<file path="src/rtl/eag_pkg.sv">
// Package eag_pkg
// Shared mode codes and the decoded term-selection record for the
// effective address generator. Assumes a 3-bit mode field.
package eag_pkg;

    localparam int MODE_W = 3;

    localparam logic [MODE_W-1:0] AM_DIRECT       = 3'd0;
    localparam logic [MODE_W-1:0] AM_REG_IND      = 3'd1;
    localparam logic [MODE_W-1:0] AM_BASE_IDX     = 3'd2;
    localparam logic [MODE_W-1:0] AM_REG_REL      = 3'd3;
    localparam logic [MODE_W-1:0] AM_BASE_REL_IDX = 3'd4;
    localparam logic [MODE_W-1:0] AM_SCALED       = 3'd5;

    // Which address terms the current mode adds in.
    typedef struct packed {
        logic mode_ok;
        logic use_base;
        logic use_index;
        logic use_scale;
        logic use_disp;
    } term_sel_t;

endpackage

</file>
<file path="src/rtl/eag_mode_decode.sv">
// Module eag_mode_decode
// Purely combinational. Turns the mode code into a term-selection record.
// Flags refused encodings (undefined mode, stack pointer as base or as index)
// and picks the stack segment when the frame pointer is the base.
// Assumes the register numbers for stack and frame pointer are given as parameters.
module eag_mode_decode
    import eag_pkg::*;
#(
    parameter int REG_IDX_W = 3,
    parameter int SP_IDX    = 4,
    parameter int FP_IDX    = 5
) (
    input  logic [MODE_W-1:0]    mode,
    input  logic [REG_IDX_W-1:0] base_idx,
    input  logic [REG_IDX_W-1:0] index_idx,
    output term_sel_t            terms,
    output logic                 stack_seg,
    output logic                 illegal
);

    localparam logic [REG_IDX_W-1:0] SP_CODE = REG_IDX_W'(SP_IDX);
    localparam logic [REG_IDX_W-1:0] FP_CODE = REG_IDX_W'(FP_IDX);

    // Map the mode code onto the set of terms it uses.
    always_comb begin
        terms = '0;
        case (mode)
            AM_DIRECT: begin
                terms.mode_ok  = 1'b1;
                terms.use_disp = 1'b1;
            end
            AM_REG_IND: begin
                terms.mode_ok  = 1'b1;
                terms.use_base = 1'b1;
            end
            AM_BASE_IDX: begin
                terms.mode_ok   = 1'b1;
                terms.use_base  = 1'b1;
                terms.use_index = 1'b1;
            end
            AM_REG_REL: begin
                terms.mode_ok  = 1'b1;
                terms.use_base = 1'b1;
                terms.use_disp = 1'b1;
            end
            AM_BASE_REL_IDX: begin
                terms.mode_ok   = 1'b1;
                terms.use_base  = 1'b1;
                terms.use_index = 1'b1;
                terms.use_disp  = 1'b1;
            end
            AM_SCALED: begin
                terms.mode_ok   = 1'b1;
                terms.use_base  = 1'b1;
                terms.use_index = 1'b1;
                terms.use_scale = 1'b1;
                terms.use_disp  = 1'b1;
            end
            default: terms = '0;
        endcase
    end

    // Segment choice and refusal checks on the register fields.
    always_comb begin
        stack_seg = terms.use_base && (base_idx == FP_CODE);
        illegal   = !terms.mode_ok
                  || (terms.use_base  && (base_idx  == SP_CODE))
                  || (terms.use_index && (index_idx == SP_CODE));
    end

endmodule

</file>
<file path="src/rtl/eag_operand_sel.sv">
// Module eag_operand_sel
// Combinational. Reads the base and index registers out of the flattened
// register file and applies the index shift. Terms the mode does not use
// are forced to zero. Assumes NREG is a power of two covered by REG_IDX_W.
module eag_operand_sel #(
    parameter int DATA_W    = 32,
    parameter int NREG      = 8,
    parameter int REG_IDX_W = 3,
    parameter int SCALE_W   = 2
) (
    input  logic [NREG*DATA_W-1:0] gpr_flat,
    input  logic [REG_IDX_W-1:0]   base_idx,
    input  logic [REG_IDX_W-1:0]   index_idx,
    input  logic [SCALE_W-1:0]     scale_code,
    input  logic                   use_base,
    input  logic                   use_index,
    input  logic                   use_scale,
    output logic [DATA_W-1:0]      base_term,
    output logic [DATA_W-1:0]      index_term
);

    localparam int NSCALE = 1 << SCALE_W;

    logic [DATA_W-1:0] regs   [NREG];
    logic [DATA_W-1:0] scaled [NSCALE];
    logic [DATA_W-1:0] base_val;
    logic [DATA_W-1:0] index_val;
    logic [SCALE_W-1:0] shift_sel;

    // Split the flat register bus into one word per register.
    for (genvar r = 0; r < NREG; r++) begin : g_unpack
        assign regs[r] = gpr_flat[r*DATA_W +: DATA_W];
    end

    // Build one shifted copy of the index for each scale code.
    for (genvar s = 0; s < NSCALE; s++) begin : g_scale
        assign scaled[s] = index_val << s;
    end

    // Register reads.
    always_comb begin
        base_val  = regs[base_idx];
        index_val = regs[index_idx];
        shift_sel = use_scale ? scale_code : '0;
    end

    // Gate the terms by the mode.
    always_comb begin
        base_term  = use_base  ? base_val          : '0;
        index_term = use_index ? scaled[shift_sel] : '0;
    end

endmodule

</file>
<file path="src/rtl/eag_adder.sv">
// Module eag_adder
// Combinational four-operand sum. Wraps modulo 2^DATA_W and drops the carry.
// Assumes unused terms arrive already zeroed.
module eag_adder #(
    parameter int DATA_W = 32
) (
    input  logic [DATA_W-1:0] seg_term,
    input  logic [DATA_W-1:0] base_term,
    input  logic [DATA_W-1:0] index_term,
    input  logic [DATA_W-1:0] disp_term,
    output logic [DATA_W-1:0] sum
);

    logic [DATA_W-1:0] pair_a;
    logic [DATA_W-1:0] pair_b;

    // Balanced tree of two-input adds.
    always_comb begin
        pair_a = seg_term + disp_term;
        pair_b = base_term + index_term;
        sum    = pair_a + pair_b;
    end

endmodule

</file>
<file path="src/rtl/seg_eagen.sv">
// Module seg_eagen (top)
// Forms a linear address from decoded operand fields and registers it with
// one cycle of latency. Outputs hold while in_valid is low. A refused
// encoding gives a zero address with the illegal flag set.
// Assumes synchronous active-low reset and one register file snapshot per input.
module seg_eagen
    import eag_pkg::*;
#(
    parameter int DATA_W  = 32,
    parameter int NREG    = 8,
    parameter int SCALE_W = 2,
    parameter int SP_IDX  = 4,
    parameter int FP_IDX  = 5,
    localparam int REG_IDX_W = $clog2(NREG)
) (
    input  logic                   clk,
    input  logic                   rst_n,
    input  logic                   in_valid,
    input  logic [MODE_W-1:0]      in_mode,
    input  logic [REG_IDX_W-1:0]   in_base,
    input  logic [REG_IDX_W-1:0]   in_index,
    input  logic [SCALE_W-1:0]     in_scale,
    input  logic [DATA_W-1:0]      in_disp,
    input  logic [NREG*DATA_W-1:0] in_gpr,
    input  logic [DATA_W-1:0]      in_ds_base,
    input  logic [DATA_W-1:0]      in_ss_base,
    output logic                   out_valid,
    output logic [DATA_W-1:0]      out_addr,
    output logic                   out_seg,
    output logic                   out_illegal
);

    term_sel_t         terms;
    logic              stack_seg;
    logic              illegal;
    logic [DATA_W-1:0] base_term;
    logic [DATA_W-1:0] index_term;
    logic [DATA_W-1:0] seg_term;
    logic [DATA_W-1:0] disp_term;
    logic [DATA_W-1:0] sum;
    logic [DATA_W-1:0] next_addr;

    eag_mode_decode #(
        .REG_IDX_W (REG_IDX_W),
        .SP_IDX    (SP_IDX),
        .FP_IDX    (FP_IDX)
    ) u_decode (
        .mode      (in_mode),
        .base_idx  (in_base),
        .index_idx (in_index),
        .terms     (terms),
        .stack_seg (stack_seg),
        .illegal   (illegal)
    );

    eag_operand_sel #(
        .DATA_W    (DATA_W),
        .NREG      (NREG),
        .REG_IDX_W (REG_IDX_W),
        .SCALE_W   (SCALE_W)
    ) u_opsel (
        .gpr_flat   (in_gpr),
        .base_idx   (in_base),
        .index_idx  (in_index),
        .scale_code (in_scale),
        .use_base   (terms.use_base),
        .use_index  (terms.use_index),
        .use_scale  (terms.use_scale),
        .base_term  (base_term),
        .index_term (index_term)
    );

    // Segment base and displacement selection.
    always_comb begin
        seg_term  = stack_seg ? in_ss_base : in_ds_base;
        disp_term = terms.use_disp ? in_disp : '0;
    end

    eag_adder #(
        .DATA_W (DATA_W)
    ) u_add (
        .seg_term   (seg_term),
        .base_term  (base_term),
        .index_term (index_term),
        .disp_term  (disp_term),
        .sum        (sum)
    );

    // A refused encoding yields a zero address.
    always_comb begin
        next_addr = illegal ? '0 : sum;
    end

    // Valid flag follows the input valid by one cycle.
    always_ff @(posedge clk) begin
        if (!rst_n) out_valid <= 1'b0;
        else        out_valid <= in_valid;
    end

    // Capture the result on valid inputs and hold it otherwise.
    always_ff @(posedge clk) begin
        if (!rst_n) begin
            out_addr    <= '0;
            out_seg     <= 1'b0;
            out_illegal <= 1'b0;
        end else if (in_valid) begin
            out_addr    <= next_addr;
            out_seg     <= stack_seg;
            out_illegal <= illegal;
        end
    end

endmodule

</file>
<file path="config.mk">
export PLATFORM = sky130hd
export DESIGN_NAME = seg_eagen
export DESIGN_NICKNAME = d
export VERILOG_FILES = /design/src/rtl/eag_pkg.sv /design/src/rtl/eag_mode_decode.sv /design/src/rtl/eag_operand_sel.sv /design/src/rtl/eag_adder.sv /design/src/rtl/seg_eagen.sv
export SDC_FILE = /design/constraint.sdc
export NUM_CORES = 1
export LEC_CHECK = 0
export ABC_AREA = 1
export BUFFER_PORTS_ARGS = -buffer_cell sky130_fd_sc_hd__buf_4
export CORE_AREA = 2 2 156 158
export DETAILED_ROUTE_END_ITERATION = 8
export DIE_AREA = 0 0 158 160
export GPL_TIMING_DRIVEN = 0
export HOLD_SLACK_MARGIN = 0.12
export MAX_ROUTING_LAYER = met4
export PLACE_DENSITY_LB_ADDON = 0.3
export SKIP_CTS_REPAIR_TIMING = 1
export SLEW_MARGIN = 15
export SYNTH_ARGS = -nofsm -noshare
export SYNTH_HDL_FRONTEND = slang
export SYNTH_SLANG_ARGS = --single-unit
</file>
<file path="constraint.sdc">
create_clock -name clk -period 8.3 [get_ports clk]
set_input_delay 1.66 -clock clk [delete_from_list [all_inputs] [get_ports clk]]
set_output_delay 1.66 -clock clk [all_outputs]
set_load 0.01 [all_outputs]
</file>
==> run_results.csv <==
group,metric,value,unit
grt,grtUsageTotal,46.0,%
final_layout,final_core_util,57.8,%
power_and_ir_drop,p_leak,6.98,nW
critical_path,worst-r2r-cell-count,2,
yosys,synthArstFlopShare,0,%
yosys,yosysWarnings,0,
clock_tree,path_clk_slew,60,ps
placement,dp_cells,2487,
final_layout,design_area,13800,sq um
job,drv_cap,0,
timing,finalHoldViolCount,0,
timing,rsz0062_at_grt,"no",
routing,dr.pass1.iters,9,
yosys,synth_mux_area_share,3.39,%
yosys,synth-adder-area-share,15.9,%
final_layout,areaGrowthSynthToFinish,34.2,%
clock_tree,clock_path_buffers,2,
yosys,synth_edf_count,0,
grt,overflow,0,
final_layout,most-common-layout-cells,"406 x buf_4, 370 x nand2_1, 231 x inv_1",
timing,setup_viol,0,
floorplanning,dieArea,25300,sq um
critical_path,timing.rr.end,"out_addr[4]$_SDFFE_PN0P_",
final_layout,finalNetCount,2629,
worst_hold_path,hold_path_end,"out_addr[18]$_SDFFE_PN0P_",
routing,drtIter0Drc,2111,
placement,placed_area,13600,sq um
floorplanning,rows,57,
clock_tree,clock_sinks,35,
timing,clock_skew,0,ps
timing,worstMarginPinSlew,821,ps
timing,finalCritPeriodShare,80.7,%
floorplanning,start_util,43.0,%
grt,grt_pass1_vias,14646,
clock_tree,clock_latency,280,ps
critical_path,worst_setup_path_start_kind,"input port",
clock_tree,htreeDepth,2,
final_layout,layout_commonest_cell,"buf_4",
yosys,yosysSeqAreaShare,6.84,%
yosys,ys_types,53,
timing,fin_tns_setup,0,ps
yosys,syn_nets,2228,
critical_path,ff2ff_setup_slack,7620,ps
critical_path,worstReg2RegStart,"out_addr[4]$_SDFFE_PN0P_",
routing,wl_per_cell,23.3,um
routing,viasPerCell,6.08,
clock_tree,cts_buffers,5,
timing,maxSlewHeadroom,45.3,%
floorplanning,io_pins,401,
critical_path,critPathMaxFanout,10,
yosys,synth_top_family_by_area,"compound AO/OA/AOI/OAI gates",
critical_path,cp.required,8470,ps
timing,drv_slew,0,
power_and_ir_drop,power_density,153,nW/um^2
worst_hold_path,min_path_type,"flop to flop",
floorplanning,chipHeight,160,um
critical_path,critPathKind,"input port to flop",
placement,dpl.hpwl,47.8,mm
grt,grt_pass1_wl,85.2,mm
yosys,synth-simple-area-share,28.2,%
status,outcome,"completed",
final_layout,n_fill_cell,2460,
grt,grt_max_degree,12,
routing,ant_nets,0,
final_layout,seq_area,701,sq um
routing,drc,0,
routing,dr_total_vias,15176,
floorplanning,core,23800,sq um
yosys,syn-cell-area,10200,sq um
routing,wirelength,58.3,mm
yosys,synth_compound_area_share,30.6,%
critical_path,crit_path_end_kind,"flop",
final_layout,multi_input_area,8050,sq um
yosys,syn_avg_cell_area,5.79,sq um
final_layout,fin_cells,2497,
critical_path,arrival,6870,ps
final_layout,drive_gt1_share,24.0,%
clock_tree,cts_tree,"done",
placement,io_buffers,394,
placement,place.gp.congestion,1.04,
timing,fin_crit,6700,ps
worst_hold_path,min_from,"out_addr[18]$_SDFFE_PN0P_",
timing,whs,462,ps
worst_hold_path,hold_depth,2,
yosys,synth-seq-cells,35,
yosys,synth_xor_area_share,0.427,%
clock_tree,clk_root_buffer_cell,"clkbuf_16",
floorplanning,die_x,158,um
power_and_ir_drop,ir_worst_vdd,0.000126,V
yosys,ys.flop_type,"dfxtp_1",
timing,timing.fmax,149,MHz
yosys,netlist_instances,1769,
grt,antenna_found_initial,2,
[cell type report]
cell class / instances / share of cell area, %
buffer: 118 / 4.12
antenna: 2 / 0.0364
tap: 324 / 2.95
timing repair buffer: 394 / 21.5
sequential: 35 / 5.09
clock inverter: 2 / 0.0910
inverter: 245 / 6.74
multi-input combinational: 1371 / 58.5
clock buffer: 6 / 0.937
[worst max-delay path by stage]
stage / from / to / slack, ps / cells past startpoint
6_report: in_index[2] / out_addr[23]$_SDFFE_PN0P_ / 1600 / 21
5_1_grt: in_index[2] / out_addr[27]$_SDFFE_PN0P_ / 1500 / 23
3_3_place_gp: in_index[2] / out_addr[31]$_SDFFE_PN0P_ / 1520 / 21
3_5_place_dp: in_index[2] / out_addr[31]$_SDFFE_PN0P_ / 1470 / 21
2_1_floorplan: in_index[0] / out_addr[19]$_SDFFE_PN0P_ / 2700 / 25
4_1_cts: in_index[2] / out_addr[23]$_SDFFE_PN0P_ / 1780 / 21
[Yosys cell counts, types with 27 or more instances]
cell type,count,area [sq um]
a21oi_1,153,766
a22o_1,27,236
buf_2,33,165
clkbuf_1,54,203
dfxtp_1,35,701
fa_1,62,1240
ha_1,31,388
inv_1,231,867
mux2_2,30,338
nand2_1,370,1390
nand3_1,100,500
nor2_1,189,709
o21ai_0,160,801
o21ai_1,55,275
o221ai_1,31,272
o22ai_1,73,457
[through the flow]
stage	worst slack (ps)	total power, mW
finish	1600	2.10
global route	1500	2.27
global placement	1520	1.83
CTS	1780	2.05
detailed placement	1470	1.86
floorplan	2700	1.27
[logic make-up after synthesis]
family                     after synthesis
adders and majority gates               93
and+or+nand+nor                        698
buffers and inverters                  363
muxes                                   31
DFF                                     35
xor gates and xnor gates                 5
AOI/OAI and AO/OA                      544
[layer usage]
layer | GRT usage, % | vias to the layer above | share of wire, %
met5 | - | - | 0
met3 | 7.90 | 301 | 12
li1 | - | 6712 | -
met2 | 67.2 | 1261 | 42
met1 | 58.6 | 6902 | 38
met4 | 29.1 | 0 | 8.3
[sequential cells by signal, indices dropped and copies added (netlist names)]
register / count
out_illegal: 1
out_seg: 1
out_valid: 1
out_addr: 32
[where the power goes]
| group | leakage, nW | internal, mW | switching, mW |
|---|---|---|---|
| Clock | 0.0669 | 0.111 | 0.0754 |
| Sequential | 0.287 | 0.209 | 0.0220 |
| Combinational | 6.62 | 0.640 | 1.04 |
| Total | 6.98 | 0.960 | 1.14 |
[worst max-delay path: stages]
cell and delay (ps):
buf_2 200, clkbuf_1 460, buf_1 630, o211ai_1 350, a31oi_1 340, nor2_1 150, fa_1 550, inv_1 50
fa_1 420, inv_1 60, ha_1 160, inv_1 60, fa_1 470, o21ai_2 290, a21boi_2 150, o21ai_2 240
a21oi_1 170, o21ai_0 200, nand2_1 80, nand3_1 90, a21oi_1 70
Note: power is estimated with default switching activity, not from simulation.
